$ cat config.mk
export PLATFORM = sky130hd
export DESIGN_NAME = preamble_classifier
export DESIGN_NICKNAME = d
export VERILOG_FILES = /design/src/rtl/preamble_classifier_pkg.sv /design/src/rtl/pre_gap_timer.sv /design/src/rtl/pre_span_timer.sv /design/src/rtl/pre_pulse_tally.sv /design/src/rtl/pre_kind_decode.sv /design/src/rtl/preamble_classifier.sv
export SDC_FILE = /design/constraint.sdc
export NUM_CORES = 1
export LEC_CHECK = 0
export BUFFER_PORTS_ARGS = -buffer_cell sky130_fd_sc_hd__buf_2
export CORE_AREA = 2 2 48 50
export DETAILED_ROUTE_END_ITERATION = 10
export DIE_AREA = 0 0 50 52
export PLACE_DENSITY = 0.71
export SLEW_MARGIN = 30
export SYNTH_ARGS = -nofsm -noshare
export SYNTH_HDL_FRONTEND = slang
export SYNTH_SLANG_ARGS = --single-unit
$ cat constraint.sdc
create_clock -name clk_i -period 3.7 [get_ports clk_i]
set_input_delay 0.555 -clock clk_i [delete_from_list [all_inputs] [get_ports clk_i]]
set_output_delay 0.555 -clock clk_i [all_outputs]
set_load 0.1 [all_outputs]
$ cat src/rtl/preamble_classifier_pkg.sv
`timescale 1ns/1ps
package preamble_classifier_pkg;

  typedef enum logic [1:0] {
    ST_HUNT = 2'd0,  // watching data spacing
    ST_LONG = 2'd1,  // timeout fired, waiting for end of opening gap
    ST_MEAS = 2'd2,  // counting pulses in the decision window
    ST_TAIL = 2'd3   // decided, waiting for end of pattern
  } pre_state_e;

  typedef enum logic [1:0] {
    KIND_BLK   = 2'd0,
    KIND_LEFT  = 2'd1,
    KIND_RIGHT = 2'd2
  } pre_kind_e;

  typedef struct packed {
    logic left;
    logic blk;
  } pre_flags_t;

  function automatic pre_flags_t kind_to_flags(pre_kind_e k);
    pre_flags_t f;
    unique case (k)
      KIND_BLK:   f = '{left: 1'b1, blk: 1'b1};
      KIND_LEFT:  f = '{left: 1'b1, blk: 1'b0};
      default:    f = '{left: 1'b0, blk: 1'b0};
    endcase
    return f;
  endfunction

endpackage

$ cat src/rtl/pre_gap_timer.sv
`timescale 1ns/1ps
// Cycles since the last pulse, saturating at SAT.
module pre_gap_timer #(
  parameter int CW  = 8,
  parameter int SAT = 100
) (
  input  logic          clk_i,
  input  logic          rst_ni,
  input  logic          pulse_i,
  output logic [CW-1:0] gap_o
);
  localparam logic [CW-1:0] SAT_V = CW'(SAT);

  logic [CW-1:0] gap_q;

  always_ff @(posedge clk_i or negedge rst_ni) begin
    if (!rst_ni)             gap_q <= '0;
    else if (pulse_i)        gap_q <= '0;
    else if (gap_q != SAT_V) gap_q <= gap_q + 1'b1;
  end

  assign gap_o = gap_q;
endmodule

$ cat src/rtl/pre_span_timer.sv
`timescale 1ns/1ps
// Elapsed cycles since clr_i; holds at all-ones.
module pre_span_timer #(
  parameter int CW = 8
) (
  input  logic          clk_i,
  input  logic          rst_ni,
  input  logic          clr_i,
  output logic [CW-1:0] span_o
);
  logic [CW-1:0] span_q;

  always_ff @(posedge clk_i or negedge rst_ni) begin
    if (!rst_ni)            span_q <= '0;
    else if (clr_i)         span_q <= '0;
    else if (~&span_q)      span_q <= span_q + 1'b1;
  end

  assign span_o = span_q;
endmodule

$ cat src/rtl/pre_pulse_tally.sv
`timescale 1ns/1ps
// Saturating pulse count; tally_next_o includes a pulse in the current cycle.
module pre_pulse_tally #(
  parameter int TW = 2
) (
  input  logic          clk_i,
  input  logic          rst_ni,
  input  logic          clr_i,
  input  logic          inc_i,
  output logic [TW-1:0] tally_next_o
);
  logic [TW-1:0] tally_q;
  logic [TW-1:0] tally_d;

  always_comb begin
    tally_d = tally_q;
    if (inc_i && !(&tally_q)) tally_d = tally_q + 1'b1;
  end

  always_ff @(posedge clk_i or negedge rst_ni) begin
    if (!rst_ni)     tally_q <= '0;
    else if (clr_i)  tally_q <= '0;
    else             tally_q <= tally_d;
  end

  assign tally_next_o = tally_d;
endmodule

$ cat src/rtl/pre_kind_decode.sv
`timescale 1ns/1ps
module pre_kind_decode
  import preamble_classifier_pkg::*;
#(
  parameter int TW = 2
) (
  input  logic [TW-1:0] tally_i,
  output pre_flags_t    flags_o
);
  pre_kind_e kind;

  always_comb begin
    if (tally_i >= TW'(2))      kind = KIND_BLK;    // two short spacings
    else if (tally_i == '0)     kind = KIND_LEFT;   // second long gap
    else                        kind = KIND_RIGHT;  // single 2t spacing
    flags_o = kind_to_flags(kind);
  end
endmodule

$ cat src/rtl/preamble_classifier.sv
`timescale 1ns/1ps
module preamble_classifier
  import preamble_classifier_pkg::*;
#(
  parameter int T_CYC = 8
) (
  input  logic clk_i,
  input  logic rst_ni,
  input  logic pulse_i,
  output logic pre_active_o,
  output logic left_o,
  output logic blk_o
);
  localparam int TO_CYC   = (5 * T_CYC) / 2;
  localparam int WIN_CYC  = (5 * T_CYC) / 2;
  localparam int END_CYC  = (9 * T_CYC) / 2;
  localparam int LOST_CYC = (9 * T_CYC) / 2;
  localparam int CW       = $clog2(LOST_CYC + END_CYC + 2);
  localparam int TW       = 2;

  localparam logic [CW-1:0] TO_M1   = CW'(TO_CYC - 1);
  localparam logic [CW-1:0] WIN_M1  = CW'(WIN_CYC - 1);
  localparam logic [CW-1:0] END_M1  = CW'(END_CYC - 1);
  localparam logic [CW-1:0] LOST_M1 = CW'(LOST_CYC - 1);

  if (T_CYC < 4) begin : g_bad_t
    initial $error("T_CYC must be at least 4");
  end

  pre_state_e    st_q, st_d;
  logic [CW-1:0] gap;
  logic [CW-1:0] span;
  logic [TW-1:0] tally_next;
  logic          meas_start;
  pre_flags_t    dec_flags;
  pre_flags_t    flags_q;
  logic          decide;

  pre_gap_timer #(.CW(CW), .SAT(LOST_CYC)) u_gap (
    .clk_i   (clk_i),
    .rst_ni  (rst_ni),
    .pulse_i (pulse_i),
    .gap_o   (gap)
  );

  pre_span_timer #(.CW(CW)) u_span (
    .clk_i  (clk_i),
    .rst_ni (rst_ni),
    .clr_i  (meas_start),
    .span_o (span)
  );

  pre_pulse_tally #(.TW(TW)) u_tally (
    .clk_i        (clk_i),
    .rst_ni       (rst_ni),
    .clr_i        (meas_start),
    .inc_i        (pulse_i && (st_q == ST_MEAS)),
    .tally_next_o (tally_next)
  );

  pre_kind_decode #(.TW(TW)) u_dec (
    .tally_i (tally_next),
    .flags_o (dec_flags)
  );

  assign meas_start = (st_q == ST_LONG) && pulse_i;
  assign decide     = (st_q == ST_MEAS) && (span == WIN_M1);

  always_comb begin
    st_d = st_q;
    unique case (st_q)
      ST_HUNT: if (!pulse_i && gap == TO_M1)   st_d = ST_LONG;
      ST_LONG: begin
        if (pulse_i)                           st_d = ST_MEAS;
        else if (gap == LOST_M1)               st_d = ST_HUNT;
      end
      ST_MEAS: if (span == WIN_M1)             st_d = ST_TAIL;
      ST_TAIL: if (span == END_M1)             st_d = ST_HUNT;
      default:                                 st_d = ST_HUNT;
    endcase
  end

  always_ff @(posedge clk_i or negedge rst_ni) begin
    if (!rst_ni) st_q <= ST_HUNT;
    else         st_q <= st_d;
  end

  always_ff @(posedge clk_i or negedge rst_ni) begin
    if (!rst_ni)     flags_q <= '0;
    else if (decide) flags_q <= dec_flags;
  end

  assign pre_active_o = (st_q != ST_HUNT);
  assign left_o       = flags_q.left;
  assign blk_o        = flags_q.blk;
endmodule

**Word-level counts from Yosys, hierarchy flattened**

Index checks and enable logic that the tools add are counted.

- Add/sub/neg operators: 3
- Magnitude comparators: 1
- Equal/unequal tests: 14
- Muxes and demuxes: 15
- Reduce and logical (&&, ||, !) cells: 15

Operators by type and width:

| operator | count |
|---|---|
| 7-bit two-way mux | 4 |
| 2-bit two-way mux | 9 |
| 7-bit by 1-bit adder with 7-bit output (second input constant) | 2 |
| 7-bit by 5-bit equality test with 1-bit output (second input constant) | 2 |
| 7-bit by 6-bit equality test with 1-bit output (second input constant) | 2 |
| 2-bit case mux with 4 select lines | 1 |
| 7-bit by 6-bit != test with 1-bit output (second input constant) | 1 |
| 7-bit AND reduction | 1 |
| 2-bit zero test | 3 |
| 2-bit != test (second input constant) | 3 |
| 1-bit logical AND | 5 |
| 2-bit by 1-bit equality test with 1-bit output (second input constant) | 2 |
| 2-bit equality test (second input constant) | 2 |
| 2-bit case mux with 2 select lines | 1 |
| 4-bit AND reduction | 1 |
| 2-bit nonzero test | 2 |
| 3-bit by 2-bit != test with 1-bit output (second input constant) | 1 |
| 2-bit by 1-bit adder with 2-bit output (second input constant) | 1 |
| 2-bit greater-or-equal comparator (second input constant) | 1 |
| 1-bit zero test | 2 |
| 2-bit by 1-bit != test with 1-bit output (second input constant) | 1 |
| 2-bit AND reduction | 1 |

- Flip-flop bits (word level): 20
- Bits of input ports: 3
- Output and inout bits: 3
- Word-level logic and storage cells: 54

**Logic depth before layout (Yosys ltp)**

- Depth after elaboration: 9
- Gate-level depth with buffers: 5

**Modules after synthesis**

A second synthesis with hierarchy kept.

- Cells, all modules: 116
- Area, all modules: 1196.1 um2

Modules (own cells, without submodules):

| module | times used | cells an instance | area each (um2) | seq. area each (um2) |
|---|---|---|---|---|
| pre_gap_timer | 1 | 41 | 402.9 | 175.2 |
| pre_span_timer | 1 | 33 | 350.3 | 175.2 |
| preamble_classifier | 1 | 27 | 271.5 | 100.1 |
| pre_pulse_tally | 1 | 13 | 161.4 | 50.0 |
| pre_kind_decode | 1 | 2 | 10.0 | 0.0 |

**Least setup slack after synthesis**

OpenSTA, ideal clock, no wires.

- Path type: register -> output
- Start point: register (tool-made name)
- End point: output port pre_active_o
- Arrival: 1009 ps
- Required time: 3145 ps
- Setup slack: 2136 ps
- Stages on the path, launching flop included: 3
- Path through: dfrtp_1 buf_8 or2_2

RTL lines:

| item | RTL line | source |
|---|---|---|
| to (decl) | preamble_classifier.sv:10 | `output logic pre_active_o,` |

==> impl_summary.log <==
[metrics] result of the run: finished clean
[metrics] power density over the cells: 696.1 nW/µm²
[metrics] top cells by area, synth: sky130_fd_sc_hd__dfrtp_1, sky130_fd_sc_hd__nor2_1, sky130_fd_sc_hd__ha_1
[metrics] class of the most critical setup path: reg -> out
[metrics] share of the synthesized area in the top cell type: 45.10%
[metrics] post-synth net total: 116
[metrics] leakage dissipation: 0.5164 nW
[metrics] Multi-input gate area: 544.3 µm²
[metrics] CTS tree: done
[metrics] Max Buffers Root-to-Sink: 2
[metrics] critical-path cell list: or2_2, buf_2
[metrics] WP data arrival: 1.41 ns
[metrics] worst setup path endpoint: pre_active_o
[metrics] busiest grt layer: met2
[metrics] sequential share of the synthesized area: 45.10%
[metrics] unrepaired setup endpoints after global routing: false
[metrics] number of cells upsized or downsized after cts: 0
[metrics] DRC viols: 0
[metrics] initial core utilization: 52.70%
[metrics] setup tns final: 0 ns
[metrics] number of sinks handled by clock tree synthesis: 20
[metrics] Worst VDD drop: 0.0004934 V
[metrics] Ports: 6
[metrics] number of synthesized register bits: 20
[metrics] final hold vios: 0
[metrics] sum of overflow across all layers after global routing: 0
[metrics] die boundary width: 50 µm
[metrics] Die Span Y: 52 µm
[metrics] count of cell types in the netlist: 36
[metrics] critical path launch point type: flop
[metrics] Critical Path Max Stage Delay: 0.48 ns
[metrics] largest net degree at the start of global routing: 21
[metrics] Worst path top cell family by delay: flip-flops
[metrics] RD Place Congestion: 0.7513
[metrics] number of nets in the finished design: 121
[metrics] Critical path buffers and inverters: 1
[metrics] Power Total: 0.8074 mW
[metrics] clock-pin transition on the worst setup and hold timing paths: 0.11 ns
[metrics] met1 demand-to-capacity share in global routing: 22.95%
[metrics] most area-hungry cell type in the Yosys netlist: sky130_fd_sc_hd__dfrtp_1
[metrics] detailed placer's ending HPWL: 1293 µm
[metrics] number of vias in the routed layout: 783
[metrics] average wire length per cell after detail routing: 13.06 µm
[metrics] worst min-delay path class: in -> async
[metrics] average vias per placed instance: 5.553
[metrics] final wirelength: 1841 µm
[metrics] most common cell in the synthesized netlist: sky130_fd_sc_hd__dfrtp_1
[metrics] GR met2 Demand/Resource: 26.54%
[metrics] total clock buffers created by CTS: 3
[metrics] capturing point of the worst reg2reg path: left_o
[metrics] number of H-tree levels: 1
[metrics] Post-Route Skew: 0.005199 ns
[metrics] netlist area before placement: 1110 µm²
[metrics] first-pass iteration count of the detailed router: 4
[metrics] launching point of the worst reg2reg path: u_span.span_o[0]
[metrics] overall fraction of global-route tracks in use: 16.71%
[metrics] CP endpoint kind: output pin
[metrics] Min Clock Period, post-route: 1.964 ns
[metrics] combined flip-flop and latch cell area: 500.5 µm²
[metrics] Layout Area Growth over Synthesis: 4.509%
[metrics] Core Box Area: 2106 µm²
[metrics] Post-Syn Instances: 109
[metrics] Clk Latency, worst-skew pair: 0.29 ns
[metrics] antenna-violating nets left: 0
[metrics] clock root buffer: sky130_fd_sc_hd__clkbuf_4
[metrics] Avg Synthesized Cell Area: 10.18 µm²
[metrics] prevailing post-synth register cell: sky130_fd_sc_hd__dfrtp_1
[metrics] violation count after the first detailed-route iteration: 7
[metrics] diodes inserted: 0
[metrics] fraction of layout instances using a drive strength above 1: 15.04%
[metrics] total setup buffers inserted after CTS: 0
[metrics] master of the slowest instance on the critical path: sky130_fd_sc_hd__dfrtp_1
[metrics] number of placement rows: 17
[metrics] number of hold buffers added after CTS: 0
[metrics] flop2flop setup slack: 2.14 ns
[metrics] share of flip-flops with an asynchronous set or reset after synthesis: 100.0%
[metrics] largest fanout of any net on the critical path: 9
[metrics] first-pass GRT wire length: 3298 µm
[metrics] count of flip-flops with a built-in enable after synthesis: 0
[metrics] number of global-route vias before repair: 726
[metrics] number of port buffers: 5
[metrics] required time reported for the critical path endpoint: 3.14 ns
[metrics] Max-Slew Margin vs Limit: 67.34%
[metrics] Slew Limit Fails: 0
[metrics] transition time at the pin with the least slew margin: 0.4881 ns
[metrics] final critical-path share of the clock period: 53.09%
[metrics] number of logic stages on the critical path including buffering: 2
[metrics] Fillers: 181
[metrics] maximum clock frequency: 509.1 MHz
[metrics] warnings from Yosys: 0
[metrics] antenna violations before repair: 0
[metrics] global routing met3 resource utilization: 4.023%
[metrics] R2R cell count: 5
[metrics] most numerous cell types in the synthesized netlist: sky130_fd_sc_hd__dfrtp_1, sky130_fd_sc_hd__nor2_1, sky130_fd_sc_hd__nand2_1, sky130_fd_sc_hd__nand3_1
[metrics] Die Area: 2600 µm²
[metrics] total setup violations reported at the end of the flow: 0
[metrics] Maximum Capacitance Violations: 0
-- sequential cells by signal, indices dropped and copies added, names as in the netlist, named ones only --
signal,cells
st_q,1
u_gap.gap_o,7
left_o,1
u_span.span_o,7
u_tally.tally_q,2
blk_o,1
-- cell usage in the layout, fill, tap and decap left out, drive strengths merged, types with 5 or more instances in the layout --
cell type  count
inv            5
nand2          9
nor2          14
nand3          7
buf            5
a31oi          5
dfrtp         20
-- worst min path at each step --
stage | slack [ns] | to | cells after the start | startpoint
after CTS | 0.20 | u_gap.gap_o[6] | 1 | rst_ni
after floorplan | 0.26 | async pin | 0 | rst_ni
after detailed placement | 0.49 | left_o | 1 | left_o
final | 0.18 | u_gap.gap_o[6] | 1 | rst_ni
after global placement | 0.48 | left_o | 1 | left_o
after global routing | 0.21 | st_q[0] | 1 | rst_ni
-- report_power, final --
part	internal [mW]	switching (mW)	leakage [nW]
logic	0.115	0.175	0.253
registers	0.288	0.105	0.243
clock network	0.0599	0.0643	0.0210
total	0.463	0.344	0.516
-- cell type report --
| cell class | count | area share, % |
|---|---|---|
| Clock buffer | 4 | 3.128 |
| Inverter | 5 | 1.618 |
| Multi-Input combinational cell | 79 | 46.93 |
| Sequential cell | 20 | 43.15 |
| Tap cell | 28 | 3.021 |
| Timing Repair Buffer | 5 | 2.158 |
-- per-stage QoR --
stage                     cell area (µm²)  hold slack (ns)  instances  utilization [%]  setup WS (ns)
after global placement               1124           0.4794        137            53.36          2.071
after CTS                            1160           0.1983        141            55.08          1.738
after floorplan                      1110           0.2594        109                -          2.136
after global routing                 1160           0.2126        141            55.08          1.676
final                                1160           0.1845        141            55.08          1.736
after detailed placement             1124           0.4850        137            53.36          2.018
-- kinds of logic after synthesis --
family / synth area share [%]
AO/OA/AOI/OAI: 10.94
XOR/XNOR: 4.735
adder cells (fa/ha/maj): 4.510
buffers and inverters: 5.861
flip-flops: 45.10
multiplexers: 3.608
AND/OR/NAND/NOR: 25.25
-- layer usage --
metal,routed length [µm],vias up
met5,0,-
met4,14,0
met1,969,372
met2,801,9
li1,-,400
met3,55,2
Power figures use the tool's default switching activity.
